`src/rtl/prio_res_pkg.sv`:
```
package prio_res_pkg;
    typedef enum logic [1:0] {
        ST_IDLE  = 2'd0,
        ST_PEND  = 2'd1,
        ST_GRANT = 2'd2
    } res_state_e;
endpackage

```
`src/rtl/prio_level_regs.sv`:
```
module prio_level_regs #(
    parameter int unsigned NSRC_M = 8,
    parameter int unsigned LVL_W  = 4,
    parameter int unsigned SEL_W  = 4
) (
    input  logic                              clk,
    input  logic                              rst_n,
    input  logic                              wr_en,
    input  logic [SEL_W-1:0]                  wr_sel,
    input  logic [LVL_W-1:0]                  wr_data,
    output logic [NSRC_M-1:0][LVL_W-1:0]      lvl_q
);
    // One field per maskable source; a selector outside the range hits none
    for (genvar i = 0; i < NSRC_M; i++) begin : g_field
        always_ff @(posedge clk) begin
            if (!rst_n) begin
                lvl_q[i] <= '0;
            end else if (wr_en && (wr_sel == SEL_W'(i))) begin
                lvl_q[i] <= wr_data;
            end
        end
    end
endmodule

```
`src/rtl/prio_select.sv`:
```
module prio_select #(
    parameter int unsigned NSRC_M = 8,
    parameter int unsigned LVL_W  = 4,
    parameter int unsigned ID_W   = 4
) (
    input  logic                          nmi_pend,
    input  logic [NSRC_M-1:0]             req,
    input  logic [NSRC_M-1:0][LVL_W-1:0]  lvl,
    input  logic [LVL_W-1:0]              cur_mask,
    output logic                          cand_vld,
    output logic [ID_W-1:0]               cand_id,
    output logic [LVL_W:0]                cand_lvl
);
    localparam logic [LVL_W:0] TOP_LVL = (LVL_W+1)'(1) << LVL_W;

    logic [NSRC_M-1:0] elig;

    // pending, non-zero and strictly above the current mask
    for (genvar i = 0; i < NSRC_M; i++) begin : g_elig
        assign elig[i] = req[i] && (lvl[i] != '0) && (lvl[i] > cur_mask);
    end

    // Ascending scan with strict compare: lowest ID keeps ties
    always_comb begin
        cand_vld = nmi_pend;
        cand_id  = '0;
        cand_lvl = nmi_pend ? TOP_LVL : '0;
        for (int i = 0; i < NSRC_M; i++) begin
            if (elig[i] && ({1'b0, lvl[i]} > cand_lvl)) begin
                cand_vld = 1'b1;
                cand_id  = ID_W'(i + 1);
                cand_lvl = {1'b0, lvl[i]};
            end
        end
    end
endmodule

```
`src/rtl/prio_ctrl.sv`:
```
module prio_ctrl
    import prio_res_pkg::*;
#(
    parameter int unsigned LVL_W = 4,
    parameter int unsigned ID_W  = 4
) (
    input  logic              clk,
    input  logic              rst_n,
    input  logic              cand_vld,
    input  logic [ID_W-1:0]   cand_id,
    input  logic [LVL_W:0]    cand_lvl,
    input  logic              cpu_ack,
    output logic              irq_req,
    output logic [ID_W-1:0]   irq_id,
    output logic [LVL_W:0]    irq_lvl,
    output logic              new_mask_vld,
    output logic [LVL_W-1:0]  new_mask
);
    res_state_e state_q, state_d;
    logic       accept;

    assign accept = (state_q == ST_PEND) && cpu_ack;

    always_comb begin
        state_d = state_q;
        unique case (state_q)
            ST_IDLE:  state_d = cand_vld ? ST_PEND : ST_IDLE;
            ST_PEND:  state_d = cpu_ack ? ST_GRANT : (cand_vld ? ST_PEND : ST_IDLE);
            ST_GRANT: state_d = ST_IDLE;
            default:  state_d = ST_IDLE;
        endcase
    end

    // State register
    always_ff @(posedge clk) begin
        if (!rst_n) state_q <= ST_IDLE;
        else        state_q <= state_d;
    end

    // Registered outputs: winner follows the selector except across a grant
    always_ff @(posedge clk) begin
        if (!rst_n) begin
            irq_id   <= '0;
            irq_lvl  <= '0;
            new_mask <= '0;
        end else begin
            unique case (state_q)
                ST_IDLE, ST_PEND: begin
                    if (accept) begin
                        new_mask <= (irq_id == '0) ? '1 : irq_lvl[LVL_W-1:0];
                    end else begin
                        irq_id  <= cand_id;
                        irq_lvl <= cand_lvl;
                    end
                end
                ST_GRANT: begin
                    irq_id  <= irq_id;
                    irq_lvl <= irq_lvl;
                end
                default: begin
                    irq_id  <= '0;
                    irq_lvl <= '0;
                end
            endcase
        end
    end

    assign irq_req      = (state_q == ST_PEND);
    assign new_mask_vld = (state_q == ST_GRANT);
endmodule

```
`src/rtl/prio_resolver.sv`:
```
module prio_resolver #(
    parameter int unsigned N_IRQ = 6,
    parameter int unsigned N_PER = 2,
    parameter int unsigned LVL_W = 4,
    localparam int unsigned NSRC_M = N_IRQ + N_PER,
    localparam int unsigned ID_W   = $clog2(NSRC_M + 1)
) (
    input  logic              clk,
    input  logic              rst_n,
    input  logic              nmi_pend,
    input  logic [N_IRQ-1:0]  irq_pend,
    input  logic [N_PER-1:0]  per_pend,
    input  logic [LVL_W-1:0]  cur_mask,
    input  logic              wr_en,
    input  logic [ID_W-1:0]   wr_sel,
    input  logic [LVL_W-1:0]  wr_data,
    input  logic              cpu_ack,
    output logic              irq_req,
    output logic [ID_W-1:0]   irq_id,
    output logic [LVL_W:0]    irq_lvl,
    output logic              new_mask_vld,
    output logic [LVL_W-1:0]  new_mask
);
    logic [NSRC_M-1:0][LVL_W-1:0] lvl_q;
    logic [NSRC_M-1:0]            req_m;
    logic                         cand_vld;
    logic [ID_W-1:0]              cand_id;
    logic [LVL_W:0]               cand_lvl;

    // Maskable order: IRQ channels first, then peripherals
    assign req_m = {per_pend, irq_pend};

    prio_level_regs #(.NSRC_M(NSRC_M), .LVL_W(LVL_W), .SEL_W(ID_W)) u_regs (
        .clk     (clk),
        .rst_n   (rst_n),
        .wr_en   (wr_en),
        .wr_sel  (wr_sel),
        .wr_data (wr_data),
        .lvl_q   (lvl_q)
    );

    prio_select #(.NSRC_M(NSRC_M), .LVL_W(LVL_W), .ID_W(ID_W)) u_sel (
        .nmi_pend (nmi_pend),
        .req      (req_m),
        .lvl      (lvl_q),
        .cur_mask (cur_mask),
        .cand_vld (cand_vld),
        .cand_id  (cand_id),
        .cand_lvl (cand_lvl)
    );

    prio_ctrl #(.LVL_W(LVL_W), .ID_W(ID_W)) u_ctrl (
        .clk          (clk),
        .rst_n        (rst_n),
        .cand_vld     (cand_vld),
        .cand_id      (cand_id),
        .cand_lvl     (cand_lvl),
        .cpu_ack      (cpu_ack),
        .irq_req      (irq_req),
        .irq_id       (irq_id),
        .irq_lvl      (irq_lvl),
        .new_mask_vld (new_mask_vld),
        .new_mask     (new_mask)
    );
endmodule

```
`config.mk`:
```
export PLATFORM = sky130hd
export DESIGN_NAME = prio_resolver
export DESIGN_NICKNAME = d
export VERILOG_FILES = /design/src/rtl/prio_res_pkg.sv /design/src/rtl/prio_level_regs.sv /design/src/rtl/prio_select.sv /design/src/rtl/prio_ctrl.sv /design/src/rtl/prio_resolver.sv
export SDC_FILE = /design/constraint.sdc
export NUM_CORES = 1
export LEC_CHECK = 0
export ABC_AREA = 1
export BUFFER_PORTS_ARGS = -buffer_cell sky130_fd_sc_hd__buf_2
export CORE_ASPECT_RATIO = 0.75
export CORE_MARGIN = 5
export CORE_UTILIZATION = 40
export CTS_CLUSTER_SIZE = 24
export DETAILED_ROUTE_END_ITERATION = 10
export PLACE_DENSITY = 0.61
export SYNTH_ARGS = -nofsm -noshare
export SYNTH_HDL_FRONTEND = slang
export SYNTH_SLANG_ARGS = --single-unit
```
`constraint.sdc`:
```
create_clock -name clk -period 10.5 [get_ports clk]
set_clock_uncertainty 0.1 [all_clocks]
set_input_delay 0.525 -clock clk [delete_from_list [all_inputs] [get_ports clk]]
set_output_delay 0.525 -clock clk [all_outputs]
set_load 0.01 [all_outputs]
```
======== After elaboration in Yosys (flattened, before gate mapping) ========
Index checks and enable logic that the tools add are counted.
storage, ports and cells
  output and inout port bits .............. 15
  input port bits ......................... 25
  register bits after elaboration ......... 47
  logic and storage cells ................. 119
cells by class
  magnitude comparators ................... 16
  equal/unequal tests ..................... 10
  bitwise operators ....................... 1
  mux-type cells .......................... 33
  reduce and logical (&&, ||, !) cells .... 47
operator list
  cell                count
  $mux 5              10
  $gt 4x5->1          8
  $logic_and 1x1->1   33
  $gt 4x4->1          8
  $reduce_bool 4->1   8
  $eq 4x3->1 const B  4
  $mux 3              4
  $mux 4              3
  $mux 1              10
  $pmux 5 s2          1
  $eq 4x2->1 const B  2
  $logic_not 4->1     2
  $pmux 4 s2          1
  $mux 2              3
  $eq 4x1->1 const B  1
  $pmux 2 s2          1
  $reduce_and 2->1    2
  $eq 2x1->1 const B  1
  $eq 2x2->1 const B  1
  $logic_not 2->1     1
  $ne 2x2->1 const B  1
  $reduce_or 2->1     1
  $not 1->1           1

======== Longest topological paths before layout ========
Gate-level depths: netlist of the first run.
  word-level depth ........................ 29
  depth in mapped cells ................... 77
  depth with buffers taken out ............ 76

======== Modules after synthesis ========
From an unflattened synthesis of the first run, not the netlist that was laid out.
unflattened totals
  cells, all modules ...................... 642
  area total of the unflattened synthesis .. 4,164.0 sq um
by module, submodules not included
  module           sequential area each (sq um)  instances  cells each  area each (sq um)
  prio_select      0.0                           1          367         2,233.4
  prio_level_regs  640.6                         1          203         1,360.1
  prio_ctrl        300.3                         1          72          570.5

======== Worst setup path before layout of the first run ========
No wires, ideal clock.
  path kind ............................... input -> register
  start ................................... in cur_mask[3]
  end ..................................... reg u_ctrl.irq_id[0]
  setup time .............................. 0.074 ns
  arrival time ............................ 9.295 ns
  path buffers ............................ 1
  stages on the path ...................... 71
  setup slack ............................. 1.030 ns
  required time ........................... 10.326 ns
  cell sequence ........................... inv_1 ha_1 nand2_1 nor2_1 nor2_1 nand2_1 inv_1 nand2_1 ha_1 nand2_1 inv_1 nand2_1 nor2_1 nor2_2 nand3_4 inv_1 nand2_1 o21ai_1 (+35 left out) nand2_1 ha_1 nand2_1 o21ai_0 a21oi_1 nor4_1 inv_1 nand3_1 and2_1 ha_1 nand2_1 nor2_1 a211oi_1 nor2_1 o2111ai_1 buf_2 nand3_1 o21ai_0
on the way
  cells in the longest elaborated chain, start to end .. 27
  elaborated cells between the ends (all ways) .. 48
  those cells by class .................... order compare: 15; mux: 17; reduce/logical: 16
ends and longest elaborated chain
  what                  line                 text
  from (decl)           prio_resolver.sv:13  input logic [LVL_W-1:0] cur_mask,
  $gt 4x4->1            prio_select.sv:20    assign elig[i] = req[i] && (lvl[i] != '0) && (lvl[i] > cur_mask);
  $logic_and 1x1->1     prio_select.sv:20
  $logic_and 1x1->1     prio_select.sv:29    if (elig[i] && ({1'b0, lvl[i]} > cand_lvl)) begin
  $mux 5                prio_select.sv:29
  $gt 4x5->1            prio_select.sv:29
  $logic_and 1x1->1     prio_select.sv:29
  $mux 5                prio_select.sv:29
  $gt 4x5->1            prio_select.sv:29
  (+11 left out)        --
  $gt 4x5->1            prio_select.sv:29
  $logic_and 1x1->1     prio_select.sv:29
  $mux 5                prio_select.sv:29
  $gt 4x5->1            prio_select.sv:29
  $logic_and 1x1->1     prio_select.sv:29
  $mux 4 (*)            prio_select.sv:29
  $mux 4 (*)            prio_ctrl.sv:49      if (accept) begin
  $pmux 4 s2 (*)        prio_ctrl.sv:47      unique case (state_q)
  to (signal assigned)  prio_ctrl.sv:52      irq_id <= cand_id;
  to (signal assigned)  prio_ctrl.sv:57      irq_id <= irq_id;
  to (decl)             prio_ctrl.sv:14      output logic [ID_W-1:0] irq_id,
Every way passes the cells marked *; elsewhere a longest branch is shown, timed or not. The select of a mux whose other input is x is not followed.
A chain may end at the register's enable or synchronous reset.

======== Worst setup path in the final report of the first run ========
  start ................................... in cur_mask[1]
  end ..................................... reg u_ctrl.irq_id[0]
Same word-level chain as after synthesis.

==> run metrics, run 1 <==
crit-path max cell delay 0.32 ns; highest clock rate 104 MHz; Die X 124 um; fin crit period 9.65 ns; crit start category input pin; RR Endpoint u_ctrl.irq_id[0]$_SDFFE_PN0P_; Critical Path Slowest Stage Cell ha_1; WP data required 10.62 ns; register area 942 um2; layout cells sized above 1 18.3%; Via density 5.17; clock sink count 47; Fin. Hold Viols 0; H-tree Lvls 2; hold path endpoint u_ctrl.irq_lvl[3]$_SDFFE_PN0P_; uppermost routed layer met4; Worst VDD drop 0.0638 mV; RR Startpoint u_regs.lvl_q[2]$_SDFFE_PN0P_; Hold Path Depth 2; Routed wire per std cell 14.6 um; CTS tree yes; antenna fix cells 0; remaining antenna violation count 0; post-DP HPWL 8.56 mm; met2 wirelength from detailed routing 4.65 mm; R2R setup slack 0.87 ns; Slew @ Worst Pin 0.824 ns; Layout Cells excl Fill 737; number of global-route vias before repair 3,556; CP max FO 10; Max-Cap Viols 0; WHS 0.366 ns; Pins Over Slew Limit 0; CP endpoint kind flop; DIE AREA 11,800 um2; net count after synthesis 641; Max transition margin 44.3%; Hold Crit Class flop to flop; synth top area cells dfxtp_1 (24%), ha_1 (19%), nand2_1 (11%); most common cell after layout, fill and taps aside nand2_1; CP Class input pin to flop; YS warnings 0; clk buf depth 2; Detailed Routing Iterations Pass 1 5; dpl ws 0.219 ns; clk_lat worst skew 0.29 ns; # port buffers 39; r2r worst-path depth 71; Root Driver clkbuf_16; Pwr per Cell Area 92.2 nW/um2; syn avg cell area 6.97 um2; Die Span Y 95.4 um; Clock Pin Slew Worst Setup and Hold Paths 0.06 ns; Initial Util 40.6%; Filler cells 1,002; area leader, netlist dfxtp_1; drt initial violations 192; hold_sp u_ctrl.irq_lvl[3]$_SDFFE_PN0P_; clock buffer count from CTS 5; top cell type's share of synthesized area 24.2%; register area share after synthesis 24.2%; GRT Util Overall 18.7%; Pleak 2.28 nW; gpl congestion 0.902; most frequent CP cell nand2_1; placed insts 727; initial antenna violation count 0; Layout Area Growth over Synthesis 14.1%; Distinct cells, synth 40; Post-Syn Area 3880 um2; num ports 40; fin crit share 91.9%; post-layout util 46.3%; site row count 31; core area 9580 um2; Mapped Cells 557; Finish-stage setup viols 0; status finished, final reports clean; most frequent cells in the layout nand2_1 (109), inv_1 (71), nor2_1 (61), ha_1 (59), dfxtp_1 (46); area occupied by multi-input gates 2630 um2; met3 wire len 529 um; nets@finish 688; GR Overflow Total 0; cts hold-fix bufs 0; WL final 10.8 mm; WP data arrival 9.77 ns; WL met1 5.54 mm; first-pass GRT wire length 17.3 mm; largest net degree at the start of global routing 38; drt drc 0; via count 3,811; Final Worst Setup Slack 0.848 ns; Seq cells post-synth 47
-- area by class of cell --
class | instances | share of cell area, %
Multi-Input combinational cell | 425 | 59.3
Sequential cell | 47 | 21.3
Inverter | 78 | 6.75
Timing Repair Buffer | 47 | 5.70
Tap cell | 132 | 3.73
Clock buffer | 5 | 2.82
Clock inverter | 3 | 0.452
-- how the worst max path moves through the flow --
stage                            startpoint                             to  slack, ns  cells past startpoint
2_1_floorplan                   cur_mask[3]  u_ctrl.irq_id[0]$_SDFFE_PN0P_       1.03                     71
3_3_place_gp                    cur_mask[3]  u_ctrl.irq_id[0]$_SDFFE_PN0P_       0.65                     73
3_5_place_dp                    cur_mask[3]  u_ctrl.irq_id[0]$_SDFFE_PN0P_       0.22                     73
4_1_cts        u_regs.lvl_q[3]$_SDFFE_PN0P_  u_ctrl.irq_id[0]$_SDFFE_PN0P_       0.46                     71
5_1_grt                         cur_mask[3]  u_ctrl.irq_id[0]$_SDFFE_PN0P_      -0.03                     73
6_report                        cur_mask[1]  u_ctrl.irq_id[0]$_SDFFE_PN0P_       0.85                     73
-- through the flow --
step | instance area, um2 | total power [mW] | TNS, ns
floorplan | 3880 | 0.233 | 0
global placement | 4240 | 0.253 | 0
CTS | 4390 | 0.410 | 0
global route | 4430 | 0.427 | -0.0468
detailed placement | 4240 | 0.256 | 0
finish | 4430 | 0.409 | 0
-- worst max-delay path: cells and delay by family --
family / cells / cell delay (ns)
simple gates: 40 / 3.92
compound gates: 12 / 1.67
fa+ha+maj: 8 / 2.37
buf+inv: 13 / 1.29
-- layer usage --
metal	track usage (%)	vias up
met5	0	-
met1	27.8	1743
met3	2.61	8
met4	2.95	0
met2	29.1	91
li1	-	1969
-- cell families after synthesis --
family | count (synthesis) | synth area share (%)
flip-flops | 47 | 24.2
adder cells (fa/ha/maj) | 59 | 19.0
buffers and inverters | 85 | 8.89
AO/OA/AOI/OAI | 112 | 16.9
AND/OR/NAND/NOR | 254 | 31.0
-- what timing repair did --
action                                  CTS  global route
endpoints found under the setup margin    0             9
resized for setup                         0            11
setup buffers                             0             1
-- registers in the layout, indices dropped and copies added, names as in the netlist --
register         count
u_regs.lvl_q        32
u_ctrl.new_mask      4
u_ctrl.irq_lvl       5
u_ctrl.irq_id        4
u_ctrl.state_q       2
-- synth_stat cells --
| library cell | number |
|---|---|
| nand3_4 | 1 |
| or4_1 | 1 |
| inv_1 | 72 |
| nor2_2 | 5 |
| o221ai_1 | 1 |
| clkinv_1 | 1 |
| o21ai_2 | 7 |
| nand2_1 | 109 |
| nand4_2 | 1 |
| nor3_2 | 1 |
| nand4_1 | 9 |
| o211ai_1 | 3 |
| buf_2 | 1 |
| ha_1 | 59 |
| inv_2 | 2 |
| nand2_2 | 11 |
| buf_8 | 1 |
| o21ai_1 | 6 |
| dfxtp_1 | 47 |
| o41ai_1 | 1 |
| nor3_1 | 3 |
| nor2_1 | 61 |
| buf_6 | 1 |
| a211oi_1 | 2 |
| a21oi_1 | 39 |
| a21o_1 | 2 |
| nand3_2 | 8 |
| a31oi_2 | 1 |
| o2111ai_1 | 3 |
| nor2_4 | 2 |
| nor4_1 | 3 |
| and2_1 | 4 |
| o221a_2 | 3 |
| o21ai_0 | 41 |
| nand2_4 | 4 |
| nand3_1 | 31 |
| o21bai_1 | 3 |
| clkinv_2 | 1 |
| inv_4 | 2 |
| clkbuf_1 | 4 |
-- power by group --
part	leakage, nW	switching [mW]	internal [mW]
logic	1.83	0.0421	0.0243
clock network	0.0658	0.0682	0.0877
registers	0.381	0.00389	0.182
Note: power is estimated with default switching activity, not from simulation.
==> run 2: changes to the inputs <==
CORE_UTILIZATION = 60   (was 40)
PLACE_DENSITY = 0.84   (was 0.61)
RECOVER_POWER = 100   (was default)
==> run 2 against run 1 <==
Die area down 31%. Power fell by 4.2%. Core utilization rose by 23 points. Setup slack worse by 0.036 ns. Clock power decreased by 10%. Flip-flop and latch count stayed put. Sequential power hardly changed. Maximum frequency is 0.37% lower. Count of clock-buffer cells in the layout rose by 1. Global-route usage is 7.3 points higher. Hold slack better by 0.0076 ns. Critical endpoint is now u_ctrl.irq_lvl[0]$_SDFFE_PN0P_.
==> run metrics, run 2 (synthesis results as in run 1) <==
antenna fix cells 0; Die X 103 um; hold_sp u_ctrl.irq_lvl[2]$_SDFFE_PN0P_; Layout Area Growth over Synthesis 11.5%; WP data required 10.60 ns; Worst VDD drop 0.0701 mV; Slew @ Worst Pin 0.808 ns; Pins Over Slew Limit 0; crit start category input pin; Routed wire per std cell 15.1 um; Hold Crit Class flop to flop; r2r worst-path depth 73; highest clock rate 103 MHz; final instance area 4330 um2; num ports 40; Fin. Hold Viols 0; WP data arrival 9.79 ns; cts hold-fix bufs 0; gpl congestion 0.964; most common cell after layout, fill and taps aside nand2_1; via count 3,894; fin crit share 92.3%; Finish-stage setup viols 0; Root Driver clkbuf_8; placed insts 675; RR Startpoint u_regs.lvl_q[0]$_SDFFE_PN0P_; Critical Path Slowest Stage Cell ha_1; RR Endpoint u_ctrl.irq_lvl[0]$_SDFFE_PN0P_; site row count 25; nets@finish 688; fin crit period 9.69 ns; CP Launch Point cur_mask[0]; post-DP HPWL 8.01 mm; Max transition margin 45.5%; CP max FO 10; number of global-route vias before repair 3,590; Pleak 2.21 nW; core area 6290 um2; most frequent CP cell nand2_1; Pwr per Cell Area 90.4 nW/um2; Clock Pin Slew Worst Setup and Hold Paths 0.09 ns; Max-Cap Viols 0; initial antenna violation count 0; Post-DP Area 4170 um2; Die Span Y 79.7 um; post-layout util 68.9%; first-pass GRT wire length 16.9 mm; WL final 10.3 mm; CP Class input pin to flop; drt drc 0; clock sink count 47; clk_lat worst skew 0.30 ns; clk buf depth 2; # port buffers 39; GRT Util Overall 26.0%; post-layout power 0.392 mW; Top reg by flops u_regs.lvl_q; CTS tree yes; Final Worst Setup Slack 0.812 ns; status finished, final reports clean; Hold Path Depth 2; DIE AREA 8200 um2; Top Registers u_regs.lvl_q x32, u_ctrl.irq_lvl x5; crit-path max cell delay 0.32 ns; most frequent cells in the layout nand2_1 (109), inv_1 (71), nor2_1 (61), ha_1 (59), dfxtp_1 (45); largest net degree at the start of global routing 38; CP endpoint kind flop; H-tree Lvls 2; drt initial violations 338; Detailed Routing Iterations Pass 1 5; Largest register FFs 32; Via density 5.68; layout cells sized above 1 15.5%; Layout Cells excl Fill 686; Initial Util 61.8%; clock buffer count from CTS 5; remaining antenna violation count 0; R2R setup slack 0.85 ns; dpl ws 0.134 ns; GR Overflow Total 0; hold path endpoint u_ctrl.irq_lvl[2]$_SDFFE_PN0P_
run 2: area by class of cell:
type | instances | area [um2]
clock buffers | 6 | 82.6
fillers | 554 | 1960
inverters | 78 | 302
well taps | 81 | 101
multi-input cells | 425 | 2630
clock inverters | 2 | 35.0
repair buffers | 47 | 239
flip-flops and latches | 47 | 943
run 2: worst max-delay path by stage:
stage,end,slack [ns],cells after the start
final,u_ctrl.irq_lvl[0]$_SDFFE_PN0P_,0.81,73
after global routing,u_ctrl.irq_lvl[1]$_SDFFE_PN0P_,-0.07,73
after CTS,u_ctrl.irq_id[0]$_SDFFE_PN0P_,0.43,72
after detailed placement,u_ctrl.irq_id[0]$_SDFFE_PN0P_,0.13,72
after global placement,u_ctrl.state_q[0]$_SDFF_PN0_,0.49,73
after floorplan,u_ctrl.irq_id[0]$_SDFFE_PN0P_,1.03,71
run 2: through the flow:
stage / TNS (ns) / hold WS (ns)
2_1_floorplan: 0 / 0.367
3_3_place_gp: 0 / 0.348
3_5_place_dp: 0 / 0.358
4_1_cts: 0 / 0.373
5_1_grt: -0.439 / 0.381
6_report: 0 / 0.374
run 2: layer usage:
metal | vias to the layer above | wire length (um) | global-route usage, % | share of wire [%]
met1 | 1767 | 4580 | 36.5 | 44
li1 | 1965 | - | - | -
met5 | - | 0 | 0 | 0
met2 | 146 | 4700 | 41.4 | 46
met3 | 16 | 873 | 4.63 | 8.5
met4 | 0 | 170 | 5.95 | 1.6
run 2: where the power goes:
group / total, mW / switching, mW / internal, mW
Combinational: 0.0654 / 0.0418 / 0.0236
Clock: 0.140 / 0.0630 / 0.0771
Sequential: 0.186 / 0.00390 / 0.182
run 2: critical path: cells and delay by family:
| family | cells | cell delay [ns] |
|---|---|---|
| AO/OA/AOI/OAI | 12 | 1.59 |
| adder cells (fa/ha/maj) | 8 | 2.42 |
| buffers and inverters | 12 | 1.44 |
| AND/OR/NAND/NOR | 41 | 3.81 |
run 2: what timing repair did:
| action | 4_1_cts | 5_1_grt |
|---|---|---|
| setup buffers | 0 | 2 |
| gates resized for setup | 0 | 14 |
| setup endpoints to repair | 0 | 9 |
==> run 3: changes to the inputs <==
CORE_UTILIZATION = 30   (was 60)
PLACE_DENSITY = 0.49   (was 0.84)
REMOVE_ABC_BUFFERS = 1   (was default)
TNS_END_PERCENT = 20   (was default)
==> run 3 against run 2 <==
Maximum frequency is 1.5% higher. Power rose by 12%. Non-clock buffer count rose by 5. Critical endpoint is now u_ctrl.irq_id[0]$_SDFFE_PN0P_.
==> run metrics, run 3 (synthesis results as in run 1) <==
R2R setup slack 0.96 ns; Detailed Routing Iterations Pass 1 6; nets@finish 693; Routed wire per std cell 14.5 um; most common cell after layout, fill and taps aside nand2_1; WL met1 5.91 mm; most frequent CP cell nand2_1; Top reg by flops u_regs.lvl_q; Switch Pwr 0.116 mW; met3 wire len 438 um; CP Launch Point cur_mask[3]; Initial Util 30.3%; uppermost routed layer met4; Slew @ Worst Pin 0.784 ns; Finish-stage setup viols 0; Fin. Hold Viols 0; CP max FO 10; RR Startpoint u_regs.lvl_q[3]$_SDFFE_PN0P_; Die Span Y 109 um; power share of the combinational group 15.2%; most frequent cells in the layout nand2_1 (109), inv_1 (71), nor2_1 (61), ha_1 (59), dfxtp_1 (46); sw frac 26.3%; WP data required 10.61 ns; Clock Pin Slew Worst Setup and Hold Paths 0.06 ns; Largest register FFs 32; clk buf depth 2; Pins Over Slew Limit 0; Pwr per Cell Area 97.0 nW/um2; WP data arrival 9.66 ns; # port buffers 39; site row count 36; remaining antenna violation count 0; core area 12,800 um2; Layout Area Growth over Synthesis 17.0%; first-pass GRT wire length 18.2 mm; fin crit share 90.9%; CTS tree yes; initial antenna violation count 0; WL final 11.4 mm; design internal power 0.325 mW; drt initial violations 215; Die X 141 um; drt drc 0; largest net degree at the start of global routing 38; met2 wirelength from detailed routing 4.86 mm; antenna fix cells 0; CP Class input pin to flop; Hold Crit Class flop to flop; clock buffer count from CTS 5; dpl ws 0.300 ns; cts hold-fix bufs 0; DIE AREA 15,300 um2; Root Driver clkbuf_16; crit-path max cell delay 0.30 ns; post-DP HPWL 9.02 mm; Final Worst Setup Slack 0.954 ns; Critical Path End u_ctrl.irq_id[0]$_SDFFE_PN0P_; layout cells sized above 1 16.6%; Flop pwr share 42.3%; num ports 40; RR Endpoint u_ctrl.irq_id[0]$_SDFFE_PN0P_; Max transition margin 47.0%; Via density 4.85; Pleak 2.27 nW; gpl congestion 0.829; crit start category input pin; GRT Util Overall 15.0%; highest clock rate 105 MHz; Critical Path Slowest Stage Cell ha_1; Max-Cap Viols 0; fin crit period 9.55 ns; r2r worst-path depth 72; clock sink count 47; H-tree Lvls 2; Post-DP Area 4300 um2; number of global-route vias before repair 3,495; CP endpoint kind flop; clk_lat worst skew 0.29 ns; via count 3,790; Filler cells 1,387; clock power share 42.6%; Top Registers u_regs.lvl_q x32, u_ctrl.irq_lvl x5; GR Overflow Total 0; status finished, final reports clean; final instance area 4540 um2; Worst VDD drop 0.0481 mV
run 3: cell type report:
class	instances	area, um2	area share, %
multi-input combinational	425	2650	58.2
inverter	78	299	6.58
sequential	47	942	20.7
timing repair buffer	52	269	5.92
clock inverter	2	35.0	0.771
tap	171	214	4.71
clock buffer	6	139	3.06
run 3: worst max-delay path: cells and delay by family:
kind                       cells  cell delay (ns)
buffers and inverters         14             1.39
AOI/OAI and AO/OA             13             1.72
adders and majority gates      8             2.30
and+or+nand+nor               39             3.74
run 3: repair_timing:
item / 4_1_cts / 5_1_grt
endpoints found under the setup margin: 0 / 9
resized for setup: 0 / 13
buffers inserted: 0 / 5
run 3: power by group through the flow:
stage / sequential [mW] / clock, mW / combinational [mW]
final: 0.186 / 0.188 / 0.0669
after global routing: 0.187 / 0.198 / 0.0771
after CTS: 0.186 / 0.191 / 0.0671
after detailed placement: 0.190 / 0 / 0.0668
after global placement: 0.190 / 0 / 0.0647
after floorplan: 0.190 / 0 / 0.0406
run 3: stage by stage:
stage                     hold slack (ns)  util (%)  TNS, ns  total power, mW  std cells
after floorplan                     0.367         -        0            0.230        550
after global placement              0.358      33.5        0            0.255        767
after detailed placement            0.361      33.5        0            0.257        767
after CTS                           0.374      34.9        0            0.444        775
after global routing                0.399      35.4  -0.0843            0.462        781
final                               0.371      35.4        0            0.441        781
run 3: worst min path at each step:
stage	from	to	slack [ns]	depth (start not counted)
floorplan	u_regs.lvl_q[0]$_SDFFE_PN0P_	u_regs.lvl_q[0]$_SDFFE_PN0P_	0.37	2
global placement	u_ctrl.irq_lvl[4]$_SDFFE_PN0P_	u_ctrl.irq_lvl[4]$_SDFFE_PN0P_	0.36	2
detailed placement	u_ctrl.irq_lvl[4]$_SDFFE_PN0P_	u_ctrl.irq_lvl[4]$_SDFFE_PN0P_	0.36	2
CTS	u_ctrl.irq_lvl[2]$_SDFFE_PN0P_	u_ctrl.irq_lvl[2]$_SDFFE_PN0P_	0.37	2
global route	u_ctrl.irq_lvl[1]$_SDFFE_PN0P_	u_ctrl.irq_lvl[1]$_SDFFE_PN0P_	0.40	2
finish	u_ctrl.irq_lvl[1]$_SDFFE_PN0P_	u_ctrl.irq_lvl[1]$_SDFFE_PN0P_	0.37	2
run 3: per-layer routing:
layer	up-vias	global-route usage, %
met5	-	0
met4	0	3.08
met3	10	2.08
met2	60	23.0
met1	1753	22.4
li1	1967	-
